--- src/rtl/dphase_pkg.sv ---
package dphase_pkg;

  typedef struct packed {
    logic takeRef;   // latch the offered phase as new reference
    logic decode;    // compute and hold a dibit for this symbol
    logic showMsb;   // first bit cycle
    logic showLsb;   // second bit cycle
  } dphaseStrobe_t;

  // octant step (1 of 8 per turn) to Gray dibit; even steps are illegal
  function automatic logic [1:0] octantToDibit(input logic [2:0] oct);
    logic [1:0] d;
    case (oct)
      3'd1:    d = 2'b00;
      3'd3:    d = 2'b01;
      3'd5:    d = 2'b11;
      3'd7:    d = 2'b10;
      default: d = 2'b00;
    endcase
    return d;
  endfunction

endpackage

--- src/rtl/dphase_ctrl.sv ---
module dphase_ctrl
  import dphase_pkg::*;
(
  input  logic          clk,
  input  logic          rstN,
  input  logic          symValid,
  input  logic          pktStart,
  output logic          symReady,
  output dphaseStrobe_t strb
);

  logic haveRef;
  logic msbPhase;
  logic lsbPhase;
  logic accept;

  assign symReady = ~msbPhase;
  assign accept   = symValid & symReady;

  always_comb begin
    strb         = '0;
    strb.takeRef = accept;
    strb.decode  = accept & haveRef & ~pktStart;
    strb.showMsb = msbPhase;
    strb.showLsb = lsbPhase;
  end

  always_ff @(posedge clk) begin
    if (!rstN) begin
      haveRef  <= 1'b0;
      msbPhase <= 1'b0;
      lsbPhase <= 1'b0;
    end else begin
      if (accept) haveRef <= 1'b1;
      msbPhase <= strb.decode;
      lsbPhase <= msbPhase;
    end
  end

  AST_MSB_THEN_LSB: assert property (@(posedge clk) disable iff (!rstN)
    msbPhase |=> (lsbPhase && !msbPhase)) else $error("msb not followed by lsb");

  AST_NO_BITS_ON_REF: assert property (@(posedge clk) disable iff (!rstN)
    (accept && pktStart) |=> !msbPhase) else $error("bits on reference symbol");

endmodule

--- src/rtl/dphase_dp.sv ---
module dphase_dp
  import dphase_pkg::*;
#(
  parameter int PHASE_W = 3
) (
  input  logic               clk,
  input  logic               rstN,
  input  logic [PHASE_W-1:0] symPhase,
  input  dphaseStrobe_t      strb,
  output logic               bitValid,
  output logic               bitData,
  output logic               stepErr
);

  localparam int FINE_W = PHASE_W - 3;

  logic [PHASE_W-1:0] refPhase;
  logic [PHASE_W-1:0] stepRaw;
  logic [2:0]         octant;
  logic               fineBad;
  logic               stepIllegal;
  logic [1:0]         dibitReg;
  logic               errReg;

  assign stepRaw = symPhase - refPhase;
  assign octant  = stepRaw[PHASE_W-1 -: 3];

  generate
    if (FINE_W > 0) begin : g_fine
      assign fineBad = |stepRaw[FINE_W-1:0];
    end else begin : g_exact
      assign fineBad = 1'b0;
    end
  endgenerate

  assign stepIllegal = fineBad | ~octant[0];

  always_ff @(posedge clk) begin
    if (!rstN) begin
      refPhase <= '0;
      dibitReg <= 2'b00;
      errReg   <= 1'b0;
    end else begin
      if (strb.takeRef) refPhase <= symPhase;
      if (strb.decode) begin
        dibitReg <= stepIllegal ? 2'b00 : octantToDibit(octant);
        errReg   <= stepIllegal;
      end
    end
  end

  assign bitValid = strb.showMsb | strb.showLsb;
  assign bitData  = strb.showMsb ? dibitReg[1] : (strb.showLsb & dibitReg[0]);
  assign stepErr  = strb.showMsb & errReg;

  AST_ERR_ZERO_DIBIT: assert property (@(posedge clk) disable iff (!rstN)
    stepErr |-> (!bitData ##1 !bitData)) else $error("flagged symbol not 00");

  AST_ERR_FIRST_BIT: assert property (@(posedge clk) disable iff (!rstN)
    stepErr |-> bitValid) else $error("error outside bit cycle");

endmodule

--- src/rtl/dphase_dibit_dec.sv ---
module dphase_dibit_dec
  import dphase_pkg::*;
#(
  parameter int PHASE_W = 3
) (
  input  logic               clk,
  input  logic               rstN,
  input  logic               symValid,
  input  logic [PHASE_W-1:0] symPhase,
  input  logic               pktStart,
  output logic               symReady,
  output logic               bitValid,
  output logic               bitData,
  output logic               stepErr
);

  dphaseStrobe_t strb;

  dphase_ctrl ctrl_i (
    .clk      (clk),
    .rstN     (rstN),
    .symValid (symValid),
    .pktStart (pktStart),
    .symReady (symReady),
    .strb     (strb)
  );

  dphase_dp #(.PHASE_W(PHASE_W)) dp_i (
    .clk      (clk),
    .rstN     (rstN),
    .symPhase (symPhase),
    .strb     (strb),
    .bitValid (bitValid),
    .bitData  (bitData),
    .stepErr  (stepErr)
  );

  AST_READY_RETURNS: assert property (@(posedge clk) disable iff (!rstN)
    !symReady |=> symReady) else $error("ready low twice");

  AST_READY_LOW_WITH_BITS: assert property (@(posedge clk) disable iff (!rstN)
    !symReady |-> bitValid) else $error("ready low without bit");

  AST_PAIR_OF_BITS: assert property (@(posedge clk) disable iff (!rstN)
    (bitValid && !symReady) |=> (bitValid && symReady)) else $error("second bit missing");

endmodule

--- config.mk ---
export PLATFORM = sky130hd
export DESIGN_NAME = dphase_dibit_dec
export DESIGN_NICKNAME = d
export VERILOG_FILES = /design/src/rtl/dphase_pkg.sv /design/src/rtl/dphase_ctrl.sv /design/src/rtl/dphase_dp.sv /design/src/rtl/dphase_dibit_dec.sv
export SDC_FILE = /design/constraint.sdc
export NUM_CORES = 1
export LEC_CHECK = 0
export BUFFER_PORTS_ARGS = -buffer_cell sky130_fd_sc_hd__clkbuf_2
export CELL_PAD_IN_SITES_DETAIL_PLACEMENT = 1
export CELL_PAD_IN_SITES_GLOBAL_PLACEMENT = 1
export CORE_AREA = 4 4 41 43
export DETAILED_ROUTE_END_ITERATION = 10
export DIE_AREA = 0 0 45 47
export HOLD_SLACK_MARGIN = 0.08
export PLACE_DENSITY = 0.72
export SLEW_MARGIN = 40
export SYNTH_ARGS = -nofsm -noshare
export SYNTH_HDL_FRONTEND = slang
export SYNTH_SLANG_ARGS = --single-unit
export TNS_END_PERCENT = 50
--- constraint.sdc ---
create_clock -name clk -period 3.57 [get_ports clk]
set_input_delay 0.714 -clock clk [delete_from_list [all_inputs] [get_ports clk]]
set_output_delay 0.714 -clock clk [all_outputs]
set_load 0.02 [all_outputs]
### Word level (Yosys, flattened, before mapping)

Index checks and enable logic that the tools add are counted.

| cells by class | value |
|---|---|
| add/sub/neg operators | 1 |
| eq/ne operators | 3 |
| mux-type cells | 3 |
| bitwise logic cells | 9 |

Operators with widths:

| operator | count |
|---|---|
| 3-bit equality test (second input constant) | 2 |
| 2-bit one-hot mux with 3 select lines | 1 |
| 1-bit AND | 5 |
| 3-bit by 2-bit equality test with 1-bit output (second input constant) | 1 |
| 1-bit NOT | 3 |
| 3-bit subtractor | 1 |
| 2-bit 2-to-1 mux | 1 |
| 1-bit 2-to-1 mux | 1 |
| 1-bit OR | 1 |

| word-level totals | value |
|---|---|
| register bits after elaboration | 9 |
| input port bits | 7 |
| output and inout port bits | 4 |
| word-level logic and storage cells | 22 |

### Depth between registers and ports, before layout

| logic depth | value |
|---|---|
| depth after elaboration | 4 |
| gate-level depth with buffers | 7 |
| depth with buffers taken out | 7 |

### Modules after synthesis

A second synthesis with hierarchy kept.

| unflattened totals | value |
|---|---|
| cells, all modules | 45 |
| area total of the unflattened synthesis | 466.7 sq um |

Modules (own cells, without submodules):

| module | instances | cells an instance | area an instance (sq um) | sequential area each (sq um) |
|---|---|---|---|---|
| dphase_dp | 1 | 33 | 341.6 | 120.1 |
| dphase_ctrl | 1 | 12 | 125.1 | 60.1 |

### Least setup slack after synthesis

OpenSTA, ideal clock, no wires.

| timing | value |
|---|---|
| path type | input to register |
| from | in symPhase[0] |
| to | reg dp_i.dibitReg[0] |
| library setup time | 0.133 ns |
| arrival time | 1.672 ns |
| data required time | 3.437 ns |
| slack | 1.766 ns |
| cell stages on the path | 7 |
| path buffers | 0 |
| cell sequence | inv_1 ha_1 inv_1 fa_1 xnor3_1 nand4_1 o221ai_1 |

| between the ends | value |
|---|---|
| word-level cells in the longest chain between the ends | 4 |
| elaborated cells on any way between the ends | 6 |
| classes of those cells | add/sub: 1; eq/ne: 3; mux: 2 |

Ends and longest elaborated chain:

| element | line | text |
|---|---|---|
| start: declaration | dphase_dibit_dec.sv:9 | `input logic [PHASE_W-1:0] symPhase,` |
| 3-bit subtractor * | dphase_dp.sv:25 | `assign stepRaw = symPhase - refPhase;` |
| 3-bit equality test or 3-bit by 2-bit equality test with 1-bit output (tied branches) | dphase_pkg.sv:13 | `case (oct)` |
| 2-bit one-hot mux with 3 select lines | dphase_pkg.sv:13 |  |
| 2-bit 2-to-1 mux * | dphase_dp.sv:46 | `dibitReg <= stepIllegal ? 2'b00 : octantToDibit(octant);` |
| end signal: assignment | dphase_dp.sv:46 |  |
| end: declaration | dphase_dp.sv:22 | `logic [1:0] dibitReg;` |

Every way passes the cells marked *; elsewhere a longest branch is shown, timed or not.
A chain may end at the register's enable or synchronous reset.

### Final worst setup path

| timing | value |
|---|---|
| from | reg ctrl_i.msbPhase |
| to | out bitValid |

| between the ends | value |
|---|---|
| word-level cells in the longest chain between the ends | 1 |

Ends and longest elaborated chain:

| element | line | text |
|---|---|---|
| start: declaration | dphase_ctrl.sv:13 | `logic msbPhase;` |
| start signal: assignment | dphase_ctrl.sv:35 | `msbPhase <= strb.decode;` |
| 1-bit OR | dphase_dp.sv:52 | `assign bitValid = strb.showMsb \| strb.showLsb;` |
| end: declaration | dphase_dibit_dec.sv:12 | `output logic bitValid,` |

Every way passes these cells.

==> metrics <==
Fin Hold WS around 0.46 ns; Num CTS Buffers 3; register area share after synthesis 40.79%; Die Ht 47 um; top_reg_cell synth dfxtp_1; final setup vio count 0; Leakage Power between 0.0002 and 0.00025 uW; Layout Area Growth over Synthesis 19.55%; Clock Skew roughly 0.0039 ns; post-CTS sizing 0; Clock Latency Late Sink around 0.26 ns; DRT iter0 DRCs 2; Post-Synthesis Cells 44; commonest non-fill, non-tap cell in the layout clkbuf_2; Register Area 180.2 um^2; initial antenna violation count 0; Critical Path End Type output pin; crit path time final about 1.8 ns; crit-path cells or2_2 -> clkbuf_2; CP Launch Type flip-flop; n_diodes 0; status finished clean; post-route ant nets 0; Pins Over Slew Limit 0; multi-input logic area between 200 and 250 um^2; syn_nets 53; Max VDD drop 0.0001507 V; Port Buf Inserts 10; final setup margin 1.760 ns; CP top delay family flip-flops; register bit count reported by yosys 9; FP Rows 13; Place WS approximately 1.6 ns; Synth cell types 23; post-synthesis async set-or-reset flop share 0%; postcts setup bufs 0; relative slew slack 83.10%; crit-path max FO 8; worst min path class flip-flop to flip-flop; clock root buffer clkbuf_4; maximum clock insertion buffer count 2; grt ovf 0; DRT Wirelength 798 um; final worst-path cycle share 50.71%; crit path buf inv count 1; TNS Setup 0 ns; Syn Area/Cell roughly 10 um^2; EDFF count, synth 0; clk sinks 9; Synth Cell Area 441.7 um^2; largest net degree at the start of global routing 12; Cell Pwr Density 403.0 nW/um^2; first-pass GRT wire length approximately 1400 um; CP arrival 1.10 ns; Max stage delay on crit path 0.37 ns; Wirelength per Cell 11.24 um; Vias 333; H-tree levels 1; Data required, critical path 2.86 ns; overall routing resource usage 9.300%; most frequent cells in the layout clkbuf_2 (10), dfxtp_1 (9), inv_1 (4), mux2i_1 (4), nor2b_1 (4); Detailed Routing Iterations Pass 1 3; Net count, final 66; Filler cells 164; Initial Utilization 33.94%; RSZ-0062 raised after global routing false; core box area 1301 um^2; Yosys warnings 0; Setup CP Type flip-flop to output pin; Worst-path clk slew 0.06 ns; Worst Tran Pin Value between 0.2 and 0.3 ns; Max Clock Freq 552.4 MHz; Worst path slowest cell dfxtp_1; gpl congestion between 0.6 and 0.7; Die ar. approximately 2100 um^2; vias in the first global route 344; fraction of layout cells with a size suffix above 1 25.00%; Final Hold Vio Count 0; CTS tree done; vias per inst 4.690; DRC 0; Hold Buf Count CTS 0; total of max-cap violations 0; io pins 11; Die X roughly 45 um
worst register-to-register path: stages (launching register included):
cell      delay (ns)
dfxtp_1         0.33
ha_1            0.14
inv_1           0.05
fa_1            0.37
xnor3_1         0.26
nand3b_1        0.10
a21boi_1        0.15
synthesized netlist by cell type (3+ instances only):
cell type  instances  area share (%)
inv_1              4             3.4
dfxtp_1            9              41
nor2b_1            4             5.7
and2_1             3             4.2
mux2i_1            4             9.1
nand2_1            3             2.5
cell type report:
class	instances	share of cell area, %
timing repair buffer	10	9.479
multi-input combinational	29	45.02
inverter	4	2.844
clock buffer	4	4.976
sequential	9	34.12
tap	15	3.555
stage by stage:
step / utilization [%] / cell area [um^2] / cells / total power (uW)
after floorplan: - / 441.7 / 44 / 129.0
after global placement: 38.56 / 501.7 / 67 / 136.7
after detailed placement: 38.56 / 501.7 / 67 / 137.6
after CTS: 40.58 / 528.0 / 71 / 219.3
after global routing: 40.58 / 528.0 / 71 / 224.0
final: 40.58 / 528.0 / 71 / 212.8
kinds of logic (layout without fill, tap and decap cells):
group | after synthesis | count (layout) | synth area share (%)
and+or+nand+nor | 18 | 18 | 25.78
DFF | 9 | 9 | 40.79
buffers and inverters | 6 | 18 | 5.380
AOI/OAI and AO/OA | 4 | 4 | 6.516
muxes | 4 | 4 | 9.066
adders and majority gates | 2 | 2 | 7.365
xor gates and xnor gates | 1 | 1 | 5.099
sequential cells by signal (all words and copies together), names as in the netlist:
| signal | count |
|---|---|
| ctrl_i.haveRef | 1 |
| ctrl_i.lsbPhase | 1 |
| dp_i.errReg | 1 |
| dp_i.dibitReg | 2 |
| dp_i.refPhase | 3 |
| ctrl_i.msbPhase | 1 |
final timing paths:
path,depth (start not counted),from,slack (ns),end
setup reg to reg,6,dp_i.refPhase[0],2.12,dp_i.dibitReg[1]
setup / recovery,2,ctrl_i.msbPhase,1.76,bitValid
hold reg to reg,1,ctrl_i.haveRef,0.46,ctrl_i.haveRef
hold / removal,1,ctrl_i.haveRef,0.46,ctrl_i.haveRef
routing by layer:
layer  part of all wire [%]  up-vias  track usage (%)
li1                       -      172                -
met1                     46      151            10.65
met2                     46        8            14.97
met3                    5.0        2            2.299
met4                    3.1        0            7.018
met5                      0        -                0
power breakdown:
part	total [uW]	switching (uW)	leakage [uW]	internal, uW
clock network	78.0	35.0	0.0000150	43.0
logic	27.8	13.1	0.000147	14.7
registers	107	2.30	0.0000736	105
Power figures use the tool's default switching activity.
